**config.mk**
```make
export PLATFORM = sky130hd
export DESIGN_NAME = spi_frame_shifter
export DESIGN_NICKNAME = d
export VERILOG_FILES = /design/src/rtl/spi_fs_pkg.sv /design/src/rtl/spi_fs_sync.sv /design/src/rtl/spi_fs_edges.sv /design/src/rtl/spi_fs_bitcnt.sv /design/src/rtl/spi_fs_shreg.sv /design/src/rtl/spi_frame_shifter.sv
export SDC_FILE = /design/constraint.sdc
export NUM_CORES = 1
export LEC_CHECK = 0
export BUFFER_PORTS_ARGS = -buffer_cell sky130_fd_sc_hd__buf_4
export CORE_UTILIZATION = 40
export DETAILED_ROUTE_END_ITERATION = 10
export MAX_ROUTING_LAYER = met4
export PLACE_DENSITY = 0.64
export REMOVE_ABC_BUFFERS = 1
export SYNTH_ARGS = -nofsm -noshare
export SYNTH_HDL_FRONTEND = slang
export SYNTH_SLANG_ARGS = --single-unit
```
**constraint.sdc**
```tcl
create_clock -name clk -period 2.25 [get_ports clk]
set_clock_uncertainty 0.1 [all_clocks]
set_input_delay 0.45 -clock clk [delete_from_list [all_inputs] [get_ports clk]]
set_output_delay 0.45 -clock clk [all_outputs]
set_load 0.02 [all_outputs]
```
**src/rtl/spi_fs_pkg.sv**
```systemverilog
`timescale 1ns/1ps
// Shared types for the serial frame shifter.
// Assumes: nothing beyond the IEEE 1800-2017 package rules.
package spi_fs_pkg;

    // Synchronised view of the three serial pins.
    typedef struct packed {
        logic sel_n;
        logic sclk;
        logic din;
    } pins_t;

    // Reset value of the pins: deselected, clock low, data low.
    localparam pins_t PINS_IDLE = '{sel_n: 1'b1, sclk: 1'b0, din: 1'b0};

    // Single-cycle events derived from the synchronised pins.
    typedef struct packed {
        logic active;     // select is asserted (synchronised)
        logic sel_fall;   // select just asserted
        logic sel_rise;   // select just released
        logic clk_rise;   // rising serial clock while selected
        logic clk_fall;   // falling serial clock while selected
        logic din;        // synchronised data bit
    } events_t;

    // Outcome of a transaction at select release.
    typedef enum logic [1:0] {
        OUTCOME_NONE  = 2'd0,
        OUTCOME_FRAME = 2'd1,
        OUTCOME_SHORT = 2'd2
    } outcome_e;

endpackage

```
**src/rtl/spi_fs_sync.sv**
```systemverilog
`timescale 1ns/1ps
// Multi-stage synchroniser for a small vector of asynchronous pins.
// Assumes: each bit is sampled independently; bits that must be coherent
// are held stable for several system clocks around their use.
module spi_fs_sync #(
    parameter int              WIDTH   = 3,
    parameter int              STAGES  = 2,
    parameter logic [WIDTH-1:0] RST_VAL = '0
) (
    input  logic             clk,
    input  logic             rst_n,
    input  logic [WIDTH-1:0] d_in,
    output logic [WIDTH-1:0] d_out
);

    logic [WIDTH-1:0] stage_q [STAGES];

    // Shift the asynchronous inputs through the flop chain.
    always_ff @(posedge clk) begin
        if (!rst_n) begin
            for (int s = 0; s < STAGES; s++) begin
                stage_q[s] <= RST_VAL;
            end
        end else begin
            stage_q[0] <= d_in;
            for (int s = 1; s < STAGES; s++) begin
                stage_q[s] <= stage_q[s-1];
            end
        end
    end

    assign d_out = stage_q[STAGES-1];

endmodule

```
**src/rtl/spi_fs_edges.sv**
```systemverilog
`timescale 1ns/1ps
// Edge detector for the synchronised select and serial clock.
// Assumes: inputs are already synchronous to clk; clock edges are only
// reported while select is asserted.
module spi_fs_edges
    import spi_fs_pkg::*;
(
    input  logic    clk,
    input  logic    rst_n,
    input  pins_t   pins,
    output events_t ev
);

    logic sel_prev_q;
    logic sclk_prev_q;

    // Remember the previous level of select and clock.
    always_ff @(posedge clk) begin
        if (!rst_n) begin
            sel_prev_q  <= PINS_IDLE.sel_n;
            sclk_prev_q <= PINS_IDLE.sclk;
        end else begin
            sel_prev_q  <= pins.sel_n;
            sclk_prev_q <= pins.sclk;
        end
    end

    // Compare current and previous levels to form the events.
    always_comb begin
        ev.active   = !pins.sel_n;
        ev.sel_fall = !pins.sel_n &&  sel_prev_q;
        ev.sel_rise =  pins.sel_n && !sel_prev_q;
        ev.clk_rise = !pins.sel_n &&  pins.sclk && !sclk_prev_q;
        ev.clk_fall = !pins.sel_n && !pins.sclk &&  sclk_prev_q;
        ev.din      =  pins.din;
    end

endmodule

```
**src/rtl/spi_fs_bitcnt.sv**
```systemverilog
`timescale 1ns/1ps
// Saturating count of rising serial clock edges in one transaction.
// Classifies the transaction when select is released.
// Assumes: select assertion and the first clock edge are separated by
// at least one system clock.
module spi_fs_bitcnt
    import spi_fs_pkg::*;
#(
    parameter int LIMIT = 24
) (
    input  logic     clk,
    input  logic     rst_n,
    input  events_t  ev,
    output outcome_e outcome
);

    localparam int CNT_W = $clog2(LIMIT + 1);
    localparam logic [CNT_W-1:0] CNT_MAX = CNT_W'(LIMIT);

    logic [CNT_W-1:0] cnt_q;

    // Clear at select assertion, count rising edges up to the limit.
    always_ff @(posedge clk) begin
        if (!rst_n) begin
            cnt_q <= '0;
        end else if (ev.sel_fall) begin
            cnt_q <= '0;
        end else if (ev.clk_rise && (cnt_q != CNT_MAX)) begin
            cnt_q <= cnt_q + 1'b1;
        end
    end

    // Classify the finished transaction on the release cycle.
    always_comb begin
        if (!ev.sel_rise) begin
            outcome = OUTCOME_NONE;
        end else if (cnt_q == CNT_MAX) begin
            outcome = OUTCOME_FRAME;
        end else begin
            outcome = OUTCOME_SHORT;
        end
    end

endmodule

```
**src/rtl/spi_fs_shreg.sv**
```systemverilog
`timescale 1ns/1ps
// Pass-through shift register with serial output and parallel payload load.
// Assumes: the load request is synchronous to clk; it is honoured only while
// the port is deselected so that a frame in flight is never corrupted.
module spi_fs_shreg
    import spi_fs_pkg::*;
#(
    parameter int FRAME_W = 24,
    parameter int LOAD_W  = 16
) (
    input  logic               clk,
    input  logic               rst_n,
    input  events_t            ev,
    input  logic               load_req,
    input  logic [LOAD_W-1:0]  load_val,
    output logic [FRAME_W-1:0] frame,
    output logic               out_bit,
    output logic               out_en
);

    localparam int TOP = FRAME_W - 1;

    logic [FRAME_W-1:0] sreg_q;
    logic               out_bit_q;
    logic               out_en_q;

    // Shift in on rising clock; load the payload bits only while idle.
    always_ff @(posedge clk) begin
        if (!rst_n) begin
            sreg_q <= '0;
        end else if (ev.clk_rise) begin
            sreg_q <= {sreg_q[TOP-1:0], ev.din};
        end else if (load_req && !ev.active) begin
            sreg_q[LOAD_W-1:0] <= load_val;
        end
    end

    // Present the top bit at select assertion and after each falling clock.
    always_ff @(posedge clk) begin
        if (!rst_n) begin
            out_bit_q <= 1'b0;
        end else if (ev.sel_fall || ev.clk_fall) begin
            out_bit_q <= sreg_q[TOP];
        end
    end

    // Enable the output driver only while selected.
    always_ff @(posedge clk) begin
        if (!rst_n) begin
            out_en_q <= 1'b0;
        end else begin
            out_en_q <= ev.active;
        end
    end

    assign frame   = sreg_q;
    assign out_bit = out_bit_q;
    assign out_en  = out_en_q;

endmodule

```
**src/rtl/spi_frame_shifter.sv**
```systemverilog
`timescale 1ns/1ps
// Serial slave front end: synchronises the serial pins, shifts data through a
// command+payload register, drives the serial output for chaining and
// read-back, and publishes complete frames at select release.
// Assumes: clk runs at least four times the serial clock; the serial clock
// idles low; sel_n stays high for several system clocks between frames.
module spi_frame_shifter
    import spi_fs_pkg::*;
#(
    parameter int CMD_W       = 8,
    parameter int DATA_W      = 16,
    parameter int SYNC_STAGES = 2
) (
    input  logic              clk,
    input  logic              rst_n,
    input  logic              sel_n,
    input  logic              ser_clk,
    input  logic              ser_in,
    output logic              ser_out,
    output logic              ser_out_oe,
    input  logic              rd_load,
    input  logic [DATA_W-1:0] rd_word,
    output logic [CMD_W-1:0]  frame_cmd,
    output logic [DATA_W-1:0] frame_data,
    output logic              frame_valid,
    output logic              frame_abort
);

    localparam int FRAME_W = CMD_W + DATA_W;

    pins_t              pins_s;
    events_t            ev;
    outcome_e           outcome;
    logic [FRAME_W-1:0] frame_w;

    logic [CMD_W-1:0]   cmd_q;
    logic [DATA_W-1:0]  data_q;
    logic               valid_q;
    logic               abort_q;

    spi_fs_sync #(
        .WIDTH   ($bits(pins_t)),
        .STAGES  (SYNC_STAGES),
        .RST_VAL (PINS_IDLE)
    ) u_sync (
        .clk   (clk),
        .rst_n (rst_n),
        .d_in  ({sel_n, ser_clk, ser_in}),
        .d_out (pins_s)
    );

    spi_fs_edges u_edges (
        .clk   (clk),
        .rst_n (rst_n),
        .pins  (pins_s),
        .ev    (ev)
    );

    spi_fs_bitcnt #(
        .LIMIT (FRAME_W)
    ) u_cnt (
        .clk     (clk),
        .rst_n   (rst_n),
        .ev      (ev),
        .outcome (outcome)
    );

    spi_fs_shreg #(
        .FRAME_W (FRAME_W),
        .LOAD_W  (DATA_W)
    ) u_shreg (
        .clk      (clk),
        .rst_n    (rst_n),
        .ev       (ev),
        .load_req (rd_load),
        .load_val (rd_word),
        .frame    (frame_w),
        .out_bit  (ser_out),
        .out_en   (ser_out_oe)
    );

    // Capture a complete frame and raise the matching one-cycle strobe.
    always_ff @(posedge clk) begin
        if (!rst_n) begin
            cmd_q   <= '0;
            data_q  <= '0;
            valid_q <= 1'b0;
            abort_q <= 1'b0;
        end else begin
            valid_q <= (outcome == OUTCOME_FRAME);
            abort_q <= (outcome == OUTCOME_SHORT);
            if (outcome == OUTCOME_FRAME) begin
                cmd_q  <= frame_w[FRAME_W-1:DATA_W];
                data_q <= frame_w[DATA_W-1:0];
            end
        end
    end

    assign frame_cmd   = cmd_q;
    assign frame_data  = data_q;
    assign frame_valid = valid_q;
    assign frame_abort = abort_q;

endmodule

```
==> impl_metrics.py, run 1 <==
metrics = {
    "power": {
        "ir_drop_mv": 0.478,
        "power_leakage_nw": 1.20,
        "p_per_area_nw_per_um2": 745,
    },
    "synth": {
        "synth_common_cells": "nand2_1, dfxtp_1, mux2i_1",
        "synth-async-reset-ratio": 0,
        "ys_seq_area_frac": 0.511,
        "avgSynthCellArea_um2": 9.20,
        "ys.warnings.count": 0,
        "ys_ff_latch": 65,
        "yosys.area.top_type": "dfxtp_1",
        "synth_ff_type": "dfxtp_1",
        "synth-edff-count": 0,
        "yosysTopAreaCellShare": 0.511,
        "synthCells": 277,
        "synthTopCellsByArea": "dfxtp_1, mux2i_1, nand2_1, a21boi_0, a22oi_1",
        "synth.most_common_cell": "nand2_1",
        "syn_area_um2": 2550,
        "synth_cell_types": 26,
    },
    "worst_hold_path": {
        "hp-class": "input port to register",
        "whs_path_depth": 2,
    },
    "critical_path": {
        "cp.required_ns": 2.41,
        "crit_fanout": 32,
        "worst-r2r-cell-count": 3,
        "cp-start-kind": "register",
        "cp_slowest_cell": "or3b_4",
        "path_cells": "or3b_4 > or4_1 > a21oi_1",
        "max_stage_delay_ns": 0.59,
        "crit_cells": 3,
        "end_kind": "register",
        "cp.arrival_ns": 1.98,
        "cp_top_family": "simple AND/OR/NAND/NOR gates",
        "path_buf_inv": 0,
        "worstSetupPathType": "register to register",
    },
    "placed_design": {
        "dp_hpwl_um": 3330,
        "place.gp.congestion": 0.764,
        "io_buffers": 49,
    },
    "cts": {
        "cts_hold_buffers": 0,
        "cts_made_buffers": 9,
        "cts.clk_slew.worst_paths_ns": 0.07,
        "ctsResizeCount": 0,
        "cts_max_level": 3,
        "clockRootBuffer": "clkbuf_8",
        "clockBufferDepth": 2,
        "post_cts_buffers": 0,
        "cts_tree": "yes",
        "clk_latency_ns": 0.34,
        "cts.sinks": 65,
    },
    "route": {
        "vias_per_cell": 5.05,
        "first_pass_iters": 4,
        "routed_wl_um": 5130,
        "drt-initial-drc-count": 102,
        "ant_nets": 0,
        "wire_per_inst_um": 12.7,
        "route.vias.total": 2041,
        "drc": 0,
    },
    "global_route": {
        "grt_pass1_wl_um": 8600,
        "grt_max_degree": 48,
        "grt_usage": 0.177,
        "antenna_found_initial": 0,
        "grt_overflow_total": 0,
        "grt_pass1_vias": 1870,
    },
    "floorplan": {
        "fp.dieH_um": 81.8,
        "row_count": 28,
        "core_area_um2": 6030,
        "die-width_um": 81.8,
        "initial_core_util": 0.423,
        "dieArea_um2": 6690,
        "boundaryPins": 50,
    },
    "sta": {
        "fin_crit_ns": 1.82,
        "rsz0062_at_grt": "no",
        "setup_tns_ns": 0,
        "setup_violations": 0,
        "finalMaxSlewViolations": 0,
        "finalCritPeriodShare": 0.808,
        "final_hold_viol_count": 0,
        "max_freq_mhz": 550,
        "relSlewSlack": 0.416,
        "worstMarginPinSlew_ns": 0.876,
    },
    "layout": {
        "antenna_cells": 0,
        "final_util": 0.528,
        "finalNetCount": 348,
        "area_delta_synth_final_pct": 24.8,
        "drive_above_1_share": 0.225,
        "nFillCells": 584,
    },
    "status": {
        "outcome": "finished clean",
    },
    "job": {
        "cap_violations": 0,
    },
}
final timing paths:
check,start,endpoint,slack (ns)
worst max-delay path,u_sync.stage_q[0][5],u_cnt.cnt_q[2],0.43
worst min-delay path,sel_n,u_sync.stage_q[0][2],0.19
worst max register to register,u_sync.stage_q[0][5],u_cnt.cnt_q[2],0.43
worst min register to register,u_sync.stage_q[0][2],u_sync.stage_q[0][5],0.32
where the power goes:
| group | leakage, nW | switching, mW | internal (mW) |
|---|---|---|---|
| combinational | 0.563 | 0.0583 | 0.0562 |
| clock | 0.106 | 0.445 | 0.618 |
| sequential | 0.528 | 0.0170 | 1.17 |
| total | 1.20 | 0.521 | 1.85 |
metal layers:
layer,vias to the layer above,global-route usage,wire length [um]
li1,1034,-,-
met1,950,0.233,2620
met4,0,0.0789,106
met2,49,0.245,2130
met5,-,-,0
met3,8,0.0589,268
per-stage QoR:
| step | total power [mW] | instances | setup slack [ns] | area [um2] | hold slack [ns] |
|---|---|---|---|---|---|
| 2_1_floorplan | 1.26 | 256 | 0.157 | 2450 | 0.286 |
| 3_3_place_gp | 1.33 | 388 | 0.455 | 2970 | 0.290 |
| 3_5_place_dp | 1.33 | 388 | 0.441 | 2970 | 0.297 |
| 4_1_cts | 2.39 | 404 | 0.420 | 3180 | 0.175 |
| 5_1_grt | 2.46 | 404 | 0.216 | 3180 | 0.181 |
| 6_report | 2.37 | 404 | 0.433 | 3180 | 0.188 |
registers in the layout, indices dropped and copies added (netlist names):
signal,flops
u_shreg.frame,24
frame_data,16
frame_cmd,8
u_sync.stage_q,6
u_cnt.cnt_q,5
frame_abort,1
frame_valid,1
u_edges.sclk_prev_q,1
u_edges.sel_prev_q,1
u_shreg.out_bit,1
u_shreg.out_en,1
area by class of cell:
class                           instances  area [um2]  area share
Clock buffer                           10         128      0.0401
Clock inverter                          6        82.6      0.0260
Tap cell                               75        93.8      0.0295
Sequential cell                        65        1300       0.409
Multi-Input combinational cell        186        1130       0.355
Timing Repair Buffer                   57         428       0.135
Inverter                                5        18.8     0.00590
logic make-up after synthesis:
| kind of cell | Yosys count | share of synthesized area |
|---|---|---|
| muxes | 25 | 0.0982 |
| DFF | 65 | 0.511 |
| and+or+nand+nor | 107 | 0.193 |
| AOI/OAI and AO/OA | 52 | 0.141 |
| buffers and inverters | 26 | 0.0467 |
| adders and majority gates | 2 | 0.00982 |
layout by cell type, fill, tap and decap left out, drive strengths merged:
cell type	n
nand2	66
dfxtp	65
buf	57
mux2i	25
a21boi	24
nand3	21
a22oi	16
clkbuf	10
o21ai	6
a21oi	6
and2	6
inv	5
nand2b	4
clkinv	3
or3	2
nor2	2
ha	2
bufinv	2
nor3b	1
or3b	1
and4b	1
or4	1
nand4b	1
and3	1
clkinvlp	1
Power figures use the tool's default switching activity.
==> run 2, diff against run 1 <==
Clock period 2.25 ns to 1.75 ns, I/O delays scaled along.
==> run 2 against run 1 <==
Via count rose by 0.88%; largest power group unchanged; highest routed layer unchanged; power increased by 31%; die area unchanged.
==> impl_metrics.py, run 2 (synthesis results as in run 1) <==
metrics = {
    "floorplan": {
        "row_count": 28,
        "core_area_um2": 6030,
        "die-width_um": 81.8,
        "boundaryPins": 50,
        "initial_core_util": 0.423,
        "dieArea_um2": 6690,
        "fp.dieH_um": 81.8,
    },
    "route": {
        "ant_nets": 0,
        "routed_wl_um": 5210,
        "vias_per_cell": 5.05,
        "wire_per_inst_um": 12.8,
        "first_pass_iters": 4,
        "route.vias.total": 2059,
        "drc": 0,
        "drt-initial-drc-count": 106,
    },
    "sta": {
        "finalCritPeriodShare": 0.946,
        "holdWs_ns": 0.0988,
        "relSlewSlack": 0.574,
        "final_hold_viol_count": 0,
        "worstMarginPinSlew_ns": 0.632,
        "setup_violations": 0,
        "max_freq_mhz": 604,
        "finalMaxSlewViolations": 0,
        "fin_crit_ns": 1.65,
    },
    "worst_hold_path": {
        "hp-class": "input port to register",
        "whs_path_depth": 2,
    },
    "critical_path": {
        "worst-r2r-cell-count": 3,
        "max_stage_delay_ns": 0.50,
        "cp.arrival_ns": 1.82,
        "crit_fanout": 14,
        "end_kind": "register",
        "worstSetupPathType": "register to register",
        "path_cells": "or3b_4 > or4_1 > a21oi_1",
        "cp.required_ns": 1.91,
        "cp_slowest_cell": "or4_1",
        "cp-start-kind": "register",
    },
    "cts": {
        "clk_latency_ns": 0.33,
        "cts_made_buffers": 9,
        "cts_max_level": 3,
        "cts.sinks": 65,
        "cts_tree": "yes",
        "clockRootBuffer": "clkbuf_8",
        "post_cts_buffers": 0,
        "clockBufferDepth": 2,
        "cts.clk_slew.worst_paths_ns": 0.07,
    },
    "layout": {
        "area_delta_synth_final_pct": 28.6,
        "final_common_cell": "nand2_1",
        "largest_register_ffs": 24,
        "final_cell_mix": "nand2_1, dfxtp_1, buf_4",
        "antenna_cells": 0,
        "fin_area_um2": 3280,
        "drive_above_1_share": 0.237,
        "finalNetCount": 352,
        "final_util": 0.544,
    },
    "placed_design": {
        "place.gp.congestion": 0.803,
        "place_area_um2": 3000,
        "dp_hpwl_um": 3390,
        "io_buffers": 49,
    },
    "global_route": {
        "grt_pass1_wl_um": 8110,
        "grt_overflow_total": 0,
        "grt_pass1_vias": 1773,
        "grt_use_met1": 0.217,
        "antenna_found_initial": 0,
        "busiest_layer": "met2",
        "grt_usage": 0.167,
        "use_met2": 0.234,
        "grt_max_degree": 41,
        "use_met3": 0.0611,
    },
    "power": {
        "p_per_area_nw_per_um2": 946,
        "sequentialPowerShare": 0.493,
        "comb_power_share": 0.050,
        "p_sw_frac": 0.203,
        "total_power_mw": 3.10,
        "p_switching_uw": 629,
        "ir_drop_mv": 0.472,
        "p_int_mw": 2.47,
        "clkPwrFrac": 0.457,
        "power_leakage_nw": 1.23,
    },
    "job": {
        "cap_violations": 0,
    },
    "status": {
        "outcome": "finished clean",
    },
}
[run 2: critical path: cells and delay by family, from the launching register on]
family | cells | cell delay, ns
AO/OA/AOI/OAI | 1 | 0.15
AND/OR/NAND/NOR | 2 | 0.98
flip-flops | 1 | 0.35
[run 2: cell type report]
| type | instances | area (um2) |
|---|---|---|
| Timing Repair Buffer | 61 | 504 |
| Multi-Input combinational cell | 186 | 1130 |
| Tap cell | 75 | 93.8 |
| Fill cell | 578 | 2750 |
| Inverter | 5 | 18.8 |
| Clock buffer | 14 | 163 |
| Sequential cell | 65 | 1300 |
| Clock inverter | 2 | 60.1 |
[run 2: stage by stage]
stage | std cells | TNS [ns] | setup WS, ns
after floorplan | 256 | -8.24 | -0.343
after global placement | 391 | 0 | 0.107
after detailed placement | 391 | 0 | 0.0188
after CTS | 407 | 0 | 0.00473
after global routing | 408 | -0.00333 | -0.00333
final | 408 | 0 | 0.0952
[run 2: final timing paths]
path	start	to	slack (ns)
max	u_sync.stage_q[0][4]	u_cnt.cnt_q[2]	0.1
min	sel_n	u_sync.stage_q[0][2]	0.1
max reg2reg	u_sync.stage_q[0][4]	u_cnt.cnt_q[2]	0.1
min reg2reg	u_sync.stage_q[0][2]	u_sync.stage_q[0][5]	0.33
[run 2: timing repair]
| action | 4_1_cts | 5_1_grt |
|---|---|---|
| gates resized for setup | 0 | 8 |
| hold buffers | 0 | 0 |
| setup endpoints to repair | 0 | 18 |
[run 2: metal layers]
metal / wire length, um / vias up
met4: 46 / 0
met1: 2470 / 947
li1: - / 1048
met5: 0 / -
met3: 347 / 5
met2: 2350 / 59
[run 2: power by group through the flow]
stage	registers, mW	logic, mW	clock network [mW]
final	1.53	0.155	1.42
after CTS	1.53	0.157	1.45
after global routing	1.53	0.173	1.53
after floorplan	1.56	0.0629	0
after detailed placement	1.56	0.156	0
after global placement	1.56	0.157	0
